--- config.mk ---
export PLATFORM = sky130hd
export DESIGN_NAME = can_frag_writer
export DESIGN_NICKNAME = d
export VERILOG_FILES = /design/src/rtl/cfw_pkg.sv /design/src/rtl/cfw_ptr_step.sv /design/src/rtl/cfw_byte_pick.sv /design/src/rtl/cfw_ctrl.sv /design/src/rtl/can_frag_writer.sv
export SDC_FILE = /design/constraint.sdc
export NUM_CORES = 1
export LEC_CHECK = 0
export ABC_CLOCK_PERIOD_IN_PS = 5200
export BUFFER_PORTS_ARGS = -buffer_cell sky130_fd_sc_hd__buf_2
export CORE_MARGIN = 8
export CORE_UTILIZATION = 55
export CTS_CLUSTER_DIAMETER = 30
export DETAILED_ROUTE_END_ITERATION = 8
export GPL_TIMING_DRIVEN = 0
export MAX_ROUTING_LAYER = met4
export PLACE_DENSITY = 0.74
export SLEW_MARGIN = 20
export SYNTH_ARGS = -nofsm -noshare
export SYNTH_HDL_FRONTEND = slang
export SYNTH_HIERARCHICAL = 1
export SYNTH_SLANG_ARGS = --single-unit
--- constraint.sdc ---
create_clock -name clk -period 5.2 [get_ports clk]
set_clock_uncertainty 0.05 [all_clocks]
set_input_delay 0.26 -clock clk [delete_from_list [all_inputs] [get_ports clk]]
set_output_delay 0.26 -clock clk [all_outputs]
set_load 0.05 [all_outputs]
--- src/rtl/cfw_pkg.sv ---
package cfw_pkg;

    localparam int BYTE_W       = 8;
    localparam int RAW_FULL_MIN = 9;

    typedef enum logic [1:0] {
        ST_IDLE,
        ST_DATA,
        ST_COUNT
    } wr_state_e;

    function automatic logic [7:0] pack_info(input logic ide, input logic rtr,
                                             input logic [1:0] sem, input logic [3:0] dlc);
        return {ide, rtr, sem, dlc};
    endfunction

endpackage

--- src/rtl/cfw_ptr_step.sv ---
module cfw_ptr_step #(
    parameter int OFS_W = 8
) (
    input  logic [OFS_W-1:0] ptr_i,
    input  logic [OFS_W-1:0] size_i,
    input  logic             wrap_one_i,
    output logic [OFS_W-1:0] nxt_o
);
    logic [OFS_W:0] inc;

    always_comb begin
        inc = {1'b0, ptr_i} + (OFS_W+1)'(1);
        if (inc >= {1'b0, size_i}) begin
            nxt_o = wrap_one_i ? OFS_W'(1) : '0;
        end else begin
            nxt_o = inc[OFS_W-1:0];
        end
    end
endmodule

--- src/rtl/cfw_byte_pick.sv ---
module cfw_byte_pick #(
    parameter int NB = 8
) (
    input  logic [7:0]      info_i,
    input  logic [8*NB-1:0] data_i,
    input  logic [3:0]      k_i,
    output logic [7:0]      byte_o
);
    logic [7:0] lane [NB];

    for (genvar g = 0; g < NB; g++) begin : g_lane
        assign lane[g] = data_i[g*8 +: 8];
    end

    always_comb begin
        byte_o = info_i;
        for (int i = 0; i < NB; i++) begin
            if (int'(k_i) == i + 1) begin
                byte_o = lane[i];
            end
        end
    end
endmodule

--- src/rtl/cfw_ctrl.sv ---
module cfw_ctrl
    import cfw_pkg::*;
#(
    parameter int ADDR_W   = 8,
    parameter int OFS_W    = 8,
    parameter int NB       = 8,
    parameter int WARN_THR = 8
) (
    input  logic              clk,
    input  logic              rst,
    input  logic              frm_valid,
    output logic              frm_ready,
    input  logic              frm_ide,
    input  logic              frm_rtr,
    input  logic [1:0]        frm_sem,
    input  logic [3:0]        frm_dlc,
    input  logic [8*NB-1:0]   frm_data,
    input  logic              frm_eom,
    input  logic              cfg_frag,
    input  logic [1:0]        cfg_proto,
    input  logic [ADDR_W-1:0] cfg_base,
    input  logic [OFS_W-1:0]  cfg_size,
    input  logic [OFS_W-1:0]  step_nxt,
    input  logic [7:0]        pick_byte,
    output logic [OFS_W-1:0]  cur_ptr,
    output logic [3:0]        cur_k,
    output logic [7:0]        cur_info,
    output logic [8*NB-1:0]   cur_data,
    output logic              cur_raw,
    output logic              wr_en,
    output logic [ADDR_W-1:0] wr_addr,
    output logic [7:0]        wr_data,
    output logic              warn_irq,
    output logic              buf_full,
    output logic              msg_done
);
    localparam logic [OFS_W:0] WARN_LIM = (OFS_W+1)'(WARN_THR);
    localparam logic [OFS_W:0] FULL_LIM = (OFS_W+1)'(RAW_FULL_MIN);
    localparam logic [3:0]     NB_DLC   = 4'(NB);

    typedef struct packed {
        wr_state_e        st;
        logic [OFS_W-1:0] ptr;
        logic [7:0]       cnt;
        logic [3:0]       k;
        logic [3:0]       kend;
        logic             last;
        logic             raw;
        logic [7:0]       info;
        logic [8*NB-1:0]  data;
        logic             done;
        logic             full;
        logic             warn;
    } ctl_s;

    ctl_s ctl_d, ctl_q;
    logic       raw_cfg;
    logic [3:0] dlc_c;

    function automatic logic space_below(input logic [OFS_W-1:0] p,
                                         input logic [OFS_W-1:0] sz,
                                         input logic [OFS_W:0]   lim);
        logic [OFS_W:0] sp;
        if (p >= sz) begin
            return 1'b1;
        end
        sp = {1'b0, sz} - {1'b0, p};
        return sp < lim;
    endfunction

    assign raw_cfg = cfg_frag && (cfg_proto == 2'b00);
    assign dlc_c   = (frm_dlc > NB_DLC) ? NB_DLC : frm_dlc;

    always_comb begin
        ctl_d      = ctl_q;
        ctl_d.done = 1'b0;
        frm_ready  = (ctl_q.st == ST_IDLE);
        wr_en      = 1'b0;
        wr_addr    = cfg_base + ADDR_W'(ctl_q.ptr);
        wr_data    = pick_byte;

        case (ctl_q.st)
            ST_IDLE: begin
                if (frm_valid && cfg_frag) begin
                    ctl_d.info = pack_info(frm_ide, frm_rtr, frm_sem, frm_dlc);
                    ctl_d.data = frm_data;
                    ctl_d.last = frm_eom;
                    ctl_d.raw  = raw_cfg;
                    if (raw_cfg) begin
                        ctl_d.k    = 4'd0;
                        ctl_d.kend = dlc_c;
                        ctl_d.st   = ST_DATA;
                    end else if (dlc_c >= 4'd2) begin
                        ctl_d.k    = 4'd2;
                        ctl_d.kend = dlc_c;
                        ctl_d.st   = ST_DATA;
                    end else if (frm_eom) begin
                        ctl_d.st   = ST_COUNT;
                    end
                end
            end
            ST_DATA: begin
                wr_en     = 1'b1;
                ctl_d.ptr = step_nxt;
                if (!ctl_q.raw) begin
                    ctl_d.cnt = ctl_q.cnt + 8'd1;
                end
                if (ctl_q.k == ctl_q.kend) begin
                    if (ctl_q.raw) begin
                        ctl_d.done = 1'b1;
                        ctl_d.full = space_below(step_nxt, cfg_size, FULL_LIM);
                        ctl_d.st   = ST_IDLE;
                    end else begin
                        ctl_d.st   = ctl_q.last ? ST_COUNT : ST_IDLE;
                    end
                end else begin
                    ctl_d.k = ctl_q.k + 4'd1;
                end
            end
            ST_COUNT: begin
                wr_en      = 1'b1;
                wr_addr    = cfg_base;
                wr_data    = ctl_q.cnt;
                ctl_d.done = 1'b1;
                ctl_d.ptr  = OFS_W'(1);
                ctl_d.cnt  = 8'd0;
                ctl_d.st   = ST_IDLE;
            end
            default: ctl_d.st = ST_IDLE;
        endcase

        ctl_d.warn = space_below(ctl_d.ptr, cfg_size, WARN_LIM);

        if (rst) begin
            ctl_d     = '0;
            ctl_d.st  = ST_IDLE;
            ctl_d.ptr = raw_cfg ? '0 : OFS_W'(1);
            ctl_d.raw = raw_cfg;
        end
    end

    always_ff @(posedge clk) begin
        ctl_q <= ctl_d;
    end

    assign cur_ptr  = ctl_q.ptr;
    assign cur_k    = ctl_q.k;
    assign cur_info = ctl_q.info;
    assign cur_data = ctl_q.data;
    assign cur_raw  = ctl_q.raw;
    assign warn_irq = ctl_q.warn;
    assign buf_full = ctl_q.full;
    assign msg_done = ctl_q.done;
endmodule

--- src/rtl/can_frag_writer.sv ---
module can_frag_writer #(
    parameter int ADDR_W   = 8,
    parameter int OFS_W    = 8,
    parameter int NB       = 8,
    parameter int WARN_THR = 8
) (
    input  logic              clk,
    input  logic              rst,
    input  logic              frm_valid,
    output logic              frm_ready,
    input  logic              frm_ide,
    input  logic              frm_rtr,
    input  logic [1:0]        frm_sem,
    input  logic [3:0]        frm_dlc,
    input  logic [8*NB-1:0]   frm_data,
    input  logic              frm_eom,
    input  logic              cfg_frag,
    input  logic [1:0]        cfg_proto,
    input  logic [ADDR_W-1:0] cfg_base,
    input  logic [OFS_W-1:0]  cfg_size,
    output logic              wr_en,
    output logic [ADDR_W-1:0] wr_addr,
    output logic [7:0]        wr_data,
    output logic              warn_irq,
    output logic              buf_full,
    output logic              msg_done
);
    logic [OFS_W-1:0] ptr_w;
    logic [OFS_W-1:0] nxt_w;
    logic [3:0]       k_w;
    logic [7:0]       info_w;
    logic [7:0]       byte_w;
    logic [8*NB-1:0]  data_w;
    logic             raw_w;

    cfw_ptr_step #(.OFS_W(OFS_W)) i_step (
        .ptr_i      (ptr_w),
        .size_i     (cfg_size),
        .wrap_one_i (raw_w),
        .nxt_o      (nxt_w)
    );

    cfw_byte_pick #(.NB(NB)) i_pick (
        .info_i (info_w),
        .data_i (data_w),
        .k_i    (k_w),
        .byte_o (byte_w)
    );

    cfw_ctrl #(
        .ADDR_W   (ADDR_W),
        .OFS_W    (OFS_W),
        .NB       (NB),
        .WARN_THR (WARN_THR)
    ) i_ctrl (
        .clk       (clk),
        .rst       (rst),
        .frm_valid (frm_valid),
        .frm_ready (frm_ready),
        .frm_ide   (frm_ide),
        .frm_rtr   (frm_rtr),
        .frm_sem   (frm_sem),
        .frm_dlc   (frm_dlc),
        .frm_data  (frm_data),
        .frm_eom   (frm_eom),
        .cfg_frag  (cfg_frag),
        .cfg_proto (cfg_proto),
        .cfg_base  (cfg_base),
        .cfg_size  (cfg_size),
        .step_nxt  (nxt_w),
        .pick_byte (byte_w),
        .cur_ptr   (ptr_w),
        .cur_k     (k_w),
        .cur_info  (info_w),
        .cur_data  (data_w),
        .cur_raw   (raw_w),
        .wr_en     (wr_en),
        .wr_addr   (wr_addr),
        .wr_data   (wr_data),
        .warn_irq  (warn_irq),
        .buf_full  (buf_full),
        .msg_done  (msg_done)
    );
endmodule

After elaboration in Yosys (flattened, before gate mapping)
Index checks and enable logic that the tools add are counted.
{"block": "totals", "ff_bits": 103, "inputBits": 95, "out_inout_bits": 21}
{"block": "op_classes", "add_sub_neg": 6, "n_lt_le_gt_ge": 7, "n_eq_ne": 17, "mux": 45, "reduce_logical": 17}
{"cell": "$mux 8", "count": 14}
{"cell": "$mux 101", "count": 1}
{"cell": "$mux 82", "count": 1}
{"cell": "$mux 78", "count": 1}
{"cell": "$pmux 16 s2", "count": 1}
{"cell": "$eq 4x4->1 const B", "count": 5}
{"cell": "$lt 9x4->1 const B", "count": 2}
{"cell": "$mux 2", "count": 9}
{"cell": "$sub 8x8->9", "count": 2}
{"cell": "$ge 8x8->1", "count": 2}
{"cell": "$mux 1", "count": 13}
{"cell": "$reduce_bool 2->1", "count": 5}
{"cell": "$add 8x1->9 const B", "count": 1}
{"cell": "$ge 9x8->1", "count": 1}
{"cell": "$reduce_and 3->1", "count": 3}
{"cell": "$add 8x1->8 const B", "count": 1}
{"cell": "$add 8x8->8", "count": 1}
{"cell": "$eq 4x3->1 const B", "count": 2}
{"cell": "$mux 4", "count": 2}
{"cell": "$pmux 4 s2", "count": 1}
{"cell": "$reduce_and 2->1", "count": 3}
{"cell": "$add 4x1->4 const B", "count": 1}
{"cell": "$eq 4x2->1 const B", "count": 1}
{"cell": "$eq 4x4->1", "count": 1}
{"cell": "other kinds (14)", "count": 18}

Longest topological paths before layout
Gate-level depths: netlist (run 1).
{"block": "logic_depth", "ltp_word": 13, "ltp_mapped": 19, "depth_no_buf": 18}

Modules after synthesis
Netlist (run 1), hierarchy kept.
{"mod": "cfw_ctrl", "instances": 1, "cells_each": 723, "area_per_inst_um2": 5676.7, "seq_area_each_um2": 2072.0}
{"mod": "cfw_byte_pick", "instances": 1, "cells_each": 142, "area_per_inst_um2": 939.7, "seq_area_each_um2": 0.0}
{"mod": "cfw_ptr_step", "instances": 1, "cells_each": 52, "area_per_inst_um2": 391.6, "seq_area_each_um2": 0.0}

Worst setup path after synthesis (run 1)
No wires, ideal clock.
{"block": "synth_timing", "kind": "register -> register", "start": "register i_ctrl.ctl_q (netlist bit i_ctrl/cur_ptr[0])", "end": "register i_ctrl.ctl_q (netlist bit i_ctrl/warn_irq)", "setup_time_ns": 0.096, "arrival_time_ns": 3.667, "slack_ns": 1.388, "stages_incl_launch_ff": 20, "n_path_buf": 1, "cell_sequence": "dfxtp_1 > buf_4 > ha_1 > nand3_2 > nor2_1 > xor2_1 > ha_1 > and3_1 > a221oi_2 > o211ai_4 > mux2i_1 > a21oi_1 > a21oi_1 > ha_1 > nor2b_4 > o21a_4 > o311a_1 > nor3_2 > mux2i_1 > o41ai_2"}
{"block": "synth_via", "elab_chain_len": 7, "elab_cells_between_ends": 9, "cone_classes": "2 x add/sub; 3 x order compare; 4 x mux"}
{"element": "from (decl)", "line": "cfw_ctrl.sv:56", "rtl": "ctl_s ctl_d, ctl_q;"}
{"element": "from (signal assigned)", "line": "cfw_ctrl.sv:143", "rtl": "ctl_q <= ctl_d;"}
{"element": "$add 8x1->9 *", "line": "cfw_ptr_step.sv:12", "rtl": "inc = {1'b0, ptr_i} + (OFS_W+1)'(1);"}
{"element": "$ge 9x8->1", "line": "cfw_ptr_step.sv:13", "rtl": "if (inc >= {1'b0, size_i}) begin"}
{"element": "$mux 8 *", "line": "cfw_ptr_step.sv:13"}
{"element": "net nxt_w[0]", "line": "can_frag_writer.sv:29", "rtl": "logic [OFS_W-1:0] nxt_w;"}
{"element": "$pmux 16 s2 *", "line": "cfw_ctrl.sv:82", "rtl": "case (ctl_q.st)"}
{"element": "$sub 8x8->9 / $ge 8x8->1 (equally long branches)", "line": "cfw_ctrl.sv:67, cfw_ctrl.sv:64"}
{"element": "$lt 9x4->1 / $mux 1 (equally long branches)", "line": "cfw_ctrl.sv:68, cfw_ctrl.sv:64"}
{"element": "$mux 1 *", "line": "cfw_ctrl.sv:67", "rtl": "sp = {1'b0, sz} - {1'b0, p};"}
The timed path passes the listed nets; every way through them passes the cells marked *.
A chain may end at the register's enable or synchronous reset.

Worst setup path in the final report (run 1)
{"block": "layout_timing", "start": "register i_ctrl.ctl_q (netlist bit i_ctrl/cur_ptr[0])", "end": "register i_ctrl.ctl_q (netlist bit i_ctrl/buf_full)"}
{"block": "layout_via", "elab_chain_len": 9, "elab_cells_between_ends": 11, "cone_classes": "2 x add/sub; 3 x order compare; 6 x mux"}
{"element": "$add 8x1->9 *", "line": "cfw_ptr_step.sv:12"}
{"element": "$ge 9x8->1", "line": "cfw_ptr_step.sv:13"}
{"element": "$mux 8 *", "line": "cfw_ptr_step.sv:13"}
{"element": "net nxt_w[0]", "line": "can_frag_writer.sv:29"}
{"element": "parallel branches: the longest is 5 deep, another holds $sub 8x8->9"}
{"element": "$mux 1 *", "line": "cfw_ctrl.sv:67"}
Mark *: on every way through the listed nets, which the timed path passes. The select of a mux whose other input is x is not followed.

==> impl_metrics.yaml, run 1 <==
clocking:
  clkSinkCount: 103
  insertion_delay_ns: 0.36
  cts-root-buf: "clkbuf_16"
  cts_hold_buf: 0
  htree_levels: 3
  ctsResizeCount: 0
  clockBufferDepth: 2
  clk_pin_slew_worst_paths_ns: 0.07
  postCtsSetupBuffers: 0
  cts_made_buffers: 9
  cts_tree: "built"
synthesis:
  syn_avg_cell_area_um2: 7.64
  synthArstFlopShare: 0
  synth_edf_count: 1
  synth-seq-area-share: 0.296
  synthFlopType: "dfxtp_1"
  synth_cell_types: 75
  netlist_area_mm2: 0.00701
  ys_seq_elements: 103
  synth_top_area_cell: "dfxtp_1"
  yosys_warnings: 6
  netlist_instances: 917
  syn-num-nets: 1050
  synth_top_area_share: 0.291
  yosys-top-cells-area: "dfxtp_1 (29%), nand2_1 (9.6%), buf_4 (9.1%)"
pwr:
  power.density_mw_per_mm2: 281
  p_sw_frac: 0.323
  pwr-share-seq: 0.376
  combPwrFrac: 0.281
  p_switching_uw: 738
  power_frac_clock: 0.343
  cellInternalPower_mw: 1.55
  p_leak_nw: 3.58
  irDropWorstVdd_mv: 0.172
critical_path:
  cp_max_fo: 8
  setup.worst_path.end_class: "flip-flop"
  crit_required_ns: 5.42
  start_kind: "flip-flop"
  worstPathArrival_ns: 4.68
  path_class: "reg -> reg"
floorplanning:
  start_util: 0.560
  rows: 41
  die_w_um: 129
  die-area_mm2: 0.0166
  die_h_um: 129
  core-area_mm2: 0.0125
  io_pins: 116
placement:
  dp_hpwl_mm: 14.7
  place_ws_ns: 0.880
  port_buffers: 114
  gp_congestion: 0.918
layout:
  multi_input_area_mm2: 0.00397
  final_cell_mix: "nand2_1 (179), buf_2 (124), a21oi_1 (117)"
  layout.nets: 1175
  fillers: 1205
  diodes: 0
  regArea_mm2: 0.00207
  area_delta_synth_final_pct: 16.1
  final_common_cell: "nand2_1"
  drive_above_1_share: 0.250
route:
  ant_nets: 0
  wl_per_cell_um: 15.1
  drcViolationCount: 0
  drt_iter0_drc: 499
  firstDrtPassIters: 5
  wl_mm: 18.4
  vias: 6573
  avgViaCountPerCell: 5.39
sta:
  final_hold_viol_count: 0
  tightest_slew_ns: 0.723
  rsz0062_at_grt: "no"
  relSlewSlack: 0.518
  clock.fmax_ghz: 0.224
  period_needed_ns: 4.46
  slew_violations: 0
  tns_ns: 0
  finalWorstSetupSlack_ns: 0.739
  setup_viol: 0
  period_share: 0.858
grt:
  grt_overflow_total: 0
  grt_pass1_vias: 6227
  grt_pass1_wl_mm: 30.0
  grt_max_degree: 18
  antenna_found_initial: 0
  grt_use_total: 0.233
status:
  status: "complete, no violations"
job:
  cap_violations: 0
worst_hold_path:
  hold_class: "in -> reg"
==> power by group through the flow <==
stage	combinational (mW)	sequential, mW	clock, mW
2_1_floorplan	0.465	0.875	0
3_3_place_gp	0.632	0.877	0
3_5_place_dp	0.636	0.878	0
4_1_cts	0.641	0.860	0.794
5_1_grt	0.700	0.865	0.836
6_report	0.642	0.860	0.784
==> sequential cells by signal, summed over array words and instances (netlist names) <==
signal and count:
i_ctrl/cur_raw 1, i_ctrl/cur_k 4, i_ctrl/cur_ptr 8, i_ctrl/ctl_q 15, i_ctrl/cur_info 8, i_ctrl/cur_data 64
i_ctrl/warn_irq 1, i_ctrl/msg_done 1, i_ctrl/buf_full 1
==> worst max-delay path: stages, from the launching register on <==
cell and delay (ns):
dfxtp_1 0.41, buf_4 0.17, ha_1 0.21, nand3_2 0.11, nor2_1 0.15, xor2_1 0.21, ha_1 0.28, and3_1 0.20
a221oi_2 0.33, o211ai_4 0.18, mux2i_1 0.35, ha_1 0.25, inv_1 0.06, fa_1 0.40, a21o_1 0.19, a21o_1 0.19
a21o_1 0.17, a21oi_1 0.13, o2111ai_1 0.12, a211oi_1 0.23
==> synth_stat cells (all sizes together) (3+ instances only) <==
cell type  count
nand2        179
a21oi        118
dfxtp        102
buf           99
nor2          58
ha            36
clkbuf        34
inv           33
nor2b         31
o21ai         28
a21o          14
nor3          13
a31oi         12
xor2          12
mux2          11
nand3         10
xnor2         10
a211oi         9
mux2i          8
nand4          7
a22oi          6
and3           6
nor3b          6
o221ai         6
a221o          5
a32oi          5
nand2b         5
o211ai         5
o2111ai        4
nor4           3
o22ai          3
o31ai          3
or3            3
==> through the flow <==
step | hold slack, ns | cell area [um2] | util | power, mW | std cells
finish | 0.0831 | 8140 | 0.650 | 2.29 | 1219
global route | 0.0771 | 8140 | 0.650 | 2.40 | 1219
CTS | 0.0741 | 8140 | 0.650 | 2.29 | 1219
detailed placement | 0.397 | 7790 | 0.623 | 1.51 | 1203
global placement | 0.393 | 7790 | 0.623 | 1.51 | 1203
floorplan | 0.346 | 7010 | - | 1.34 | 917
==> layer usage <==
layer / GRT usage / vias up / wire [um]
met5: - / - / 0
met4: 0.0643 / 0 / 331
met3: 0.0410 / 22 / 1080
met2: 0.357 / 193 / 8220
met1: 0.308 / 3032 / 8810
li1: - / 3326 / -
==> logic make-up after synthesis <==
logic type,count (synthesis),synth area share
mux,19,0.0291
fa+ha+maj,38,0.0700
xor+xnor,22,0.0275
buf+inv,166,0.139
compound gates,237,0.221
flops,103,0.296
simple gates,332,0.218
==> worst paths after layout <==
path / from / endpoint / slack (ns) / cells after the start
worst max-delay path: i_ctrl/cur_ptr[0]$_DFF_P_ / i_ctrl/buf_full$_SDFFE_PP0P_ / 0.74 / 19
worst min-delay path: frm_data[10] / i_ctrl/cur_data[10]$_SDFFE_PP0P_ / 0.08 / 3
worst max register to register: i_ctrl/cur_ptr[0]$_DFF_P_ / i_ctrl/buf_full$_SDFFE_PP0P_ / 0.74 / 19
worst min register to register: i_ctrl/cur_data[14]$_SDFFE_PP0P_ / i_ctrl/cur_data[14]$_SDFFE_PP0P_ / 0.40 / 2
==> layout make-up <==
| class | instances | share of cell area |
|---|---|---|
| Multi-Input combinational cell | 648 | 0.487 |
| Sequential cell | 103 | 0.255 |
| Buffer | 133 | 0.104 |
| Timing Repair Buffer | 114 | 0.0701 |
| Clock buffer | 9 | 0.0277 |
| Tap cell | 172 | 0.0264 |
| Inverter | 33 | 0.0152 |
| Clock inverter | 7 | 0.0148 |
(Power assumes the default switching activity.)
==> run 2: changes to the inputs <==
--- a/config.mk
+++ b/config.mk
@@ -7,13 +7,15 @@
 export LEC_CHECK = 0
 export ABC_CLOCK_PERIOD_IN_PS = 5200
 export BUFFER_PORTS_ARGS = -buffer_cell sky130_fd_sc_hd__buf_2
+export CELL_PAD_IN_SITES_DETAIL_PLACEMENT = 1
+export CELL_PAD_IN_SITES_GLOBAL_PLACEMENT = 2
 export CORE_MARGIN = 8
-export CORE_UTILIZATION = 55
+export CORE_UTILIZATION = 33
 export CTS_CLUSTER_DIAMETER = 30
 export DETAILED_ROUTE_END_ITERATION = 8
 export GPL_TIMING_DRIVEN = 0
 export MAX_ROUTING_LAYER = met4
-export PLACE_DENSITY = 0.74
+export PLACE_DENSITY = 0.77
 export SLEW_MARGIN = 20
 export SYNTH_ARGS = -nofsm -noshare
 export SYNTH_HDL_FRONTEND = slang
==> run 2 against run 1 <==
  * Total power fell by 4.1%
  * Non-clock buffer count is the same
  * Sequential share of layout area fell by 0.19 points
  * Critical path type unchanged
  * Combinational power increased by 3%
  * Fmax decreased by 2.1%
  * Highest routed layer unchanged
==> impl_metrics.yaml, run 2 (same netlist as run 1, synthesis figures left out) <==
floorplanning:
  die-area_mm2: 0.0262
  start_util: 0.334
  die_h_um: 162
  die_w_um: 162
  core-area_mm2: 0.0210
  rows: 53
  io_pins: 116
critical_path:
  cp_max_fo: 8
  crit_start: "i_ctrl/cur_ptr[0]$_DFF_P_"
  worst_r2r_endpoint: "i_ctrl/warn_irq$_SDFF_PP0_"
  crit_path_end: "i_ctrl/warn_irq$_SDFF_PP0_"
  worstPathArrival_ns: 4.76
  setup.worst_path.end_class: "flip-flop"
  reg2reg_from: "i_ctrl/cur_ptr[0]$_DFF_P_"
  start_kind: "flip-flop"
  reg2reg_depth: 19
  reg2reg_slack_ns: 0.64
  crit_required_ns: 5.41
  path_class: "reg -> reg"
layout:
  final_cell_mix: "nand2_1 (179), buf_2 (124), a21oi_1 (117)"
  final_common_cell: "nand2_1"
  diodes: 0
  drive_above_1_share: 0.250
  area_delta_synth_final_pct: 17.0
  layout.nets: 1175
  largest_register_ffs: 64
  finish.utilization: 0.391
route:
  vias: 6542
  avgViaCountPerCell: 4.95
  drcViolationCount: 0
  ant_nets: 0
  wl_mm: 22.5
  firstDrtPassIters: 4
  wl_per_cell_um: 17.0
  drt_iter0_drc: 286
grt:
  grt_overflow_total: 0
  grt_use_total: 0.175
  grt_pass1_vias: 6612
  grt_max_degree: 19
  grt_pass1_wl_mm: 35.3
  antenna_found_initial: 0
clocking:
  cts_tree: "built"
  postCtsSetupBuffers: 0
  insertion_delay_ns: 0.35
  clk_pin_slew_worst_paths_ns: 0.08
  htree_levels: 3
  cts_made_buffers: 9
  clockBufferDepth: 2
  clkSinkCount: 103
  cts-root-buf: "clkbuf_16"
  ctsResizeCount: 0
  cts_hold_buf: 0
sta:
  setup_viol: 0
  period_share: 0.877
  tns_ns: 0
  clock.fmax_ghz: 0.219
  slew_violations: 0
  relSlewSlack: 0.442
  finalWorstSetupSlack_ns: 0.642
  tightest_slew_ns: 0.837
  period_needed_ns: 4.56
  rsz0062_at_grt: "no"
  final_hold_viol_count: 0
worst_hold_path:
  hold_class: "in -> reg"
  whs_path_depth: 3
status:
  status: "complete, no violations"
pwr:
  power.density_mw_per_mm2: 267
  combPwrFrac: 0.302
  p_leak_nw: 3.55
  p_switching_uw: 785
  power_frac_clock: 0.305
  p_sw_frac: 0.358
  cellInternalPower_mw: 1.41
  irDropWorstVdd_mv: 0.158
  pwr-share-seq: 0.393
job:
  cap_violations: 0
placement:
  dp_hpwl_mm: 18.1
  gp_congestion: 0.847
  place_ws_ns: 0.659
  port_buffers: 114
-- run 2: worst min path at each step --
stage / from / endpoint / slack (ns)
6_report: frm_data[34] / i_ctrl/cur_data[34]$_SDFFE_PP0P_ / 0.08
5_1_grt: frm_data[34] / i_ctrl/cur_data[34]$_SDFFE_PP0P_ / 0.07
4_1_cts: frm_data[43] / i_ctrl/cur_data[43]$_SDFFE_PP0P_ / 0.07
3_5_place_dp: i_ctrl/cur_data[2]$_SDFFE_PP0P_ / i_ctrl/cur_data[2]$_SDFFE_PP0P_ / 0.40
3_3_place_gp: i_ctrl/cur_data[47]$_SDFFE_PP0P_ / i_ctrl/cur_data[47]$_SDFFE_PP0P_ / 0.39
2_1_floorplan: frm_eom / i_ctrl/ctl_q[76]$_SDFFE_PP0P_ / 0.35
-- run 2: layout make-up --
class | count | area [um2]
Inverter | 33 | 124
Buffer | 133 | 847
Sequential cell | 103 | 2070
Clock inverter | 6 | 53.8
Timing Repair Buffer | 114 | 571
Fill cell | 2651 | 12800
Clock buffer | 9 | 225
Multi-Input combinational cell | 648 | 3970
Tap cell | 275 | 344
-- run 2: worst max-delay path: stages (launching register included) --
cell,delay (ns)
dfxtp_1,0.40
buf_4,0.18
ha_1,0.20
nand3_2,0.10
nor2_1,0.14
xor2_1,0.23
ha_1,0.28
and3_1,0.20
a221oi_2,0.32
o211ai_4,0.18
mux2i_1,0.36
a21oi_1,0.12
a21oi_1,0.25
ha_1,0.24
nor2b_4,0.05
o21a_4,0.21
o311a_1,0.30
nor3_2,0.21
mux2i_1,0.12
o41ai_2,0.33
-- run 2: routing by layer --
metal,global-route usage,vias up,part of all wire
li1,-,3329,-
met1,0.253,3071,0.54
met2,0.248,126,0.41
met3,0.0271,16,0.040
met4,0.0450,0,0.011
met5,-,-,0
-- run 2: per-stage QoR --
step	power, mW	cells	instance area (um2)	hold slack (ns)
detailed placement	1.54	1306	7920	0.397
CTS	2.22	1321	8200	0.0736
floorplan	1.34	917	7010	0.346
global placement	1.54	1306	7920	0.393
global route	2.32	1321	8200	0.0709
finish	2.19	1321	8200	0.0838
-- run 2: power by group through the flow --
stage	logic [mW]	clock network (mW)	registers, mW
floorplan	0.465	0	0.875
global placement	0.657	0	0.879
detailed placement	0.662	0	0.881
CTS	0.666	0.694	0.862
global route	0.723	0.729	0.868
finish	0.661	0.670	0.861
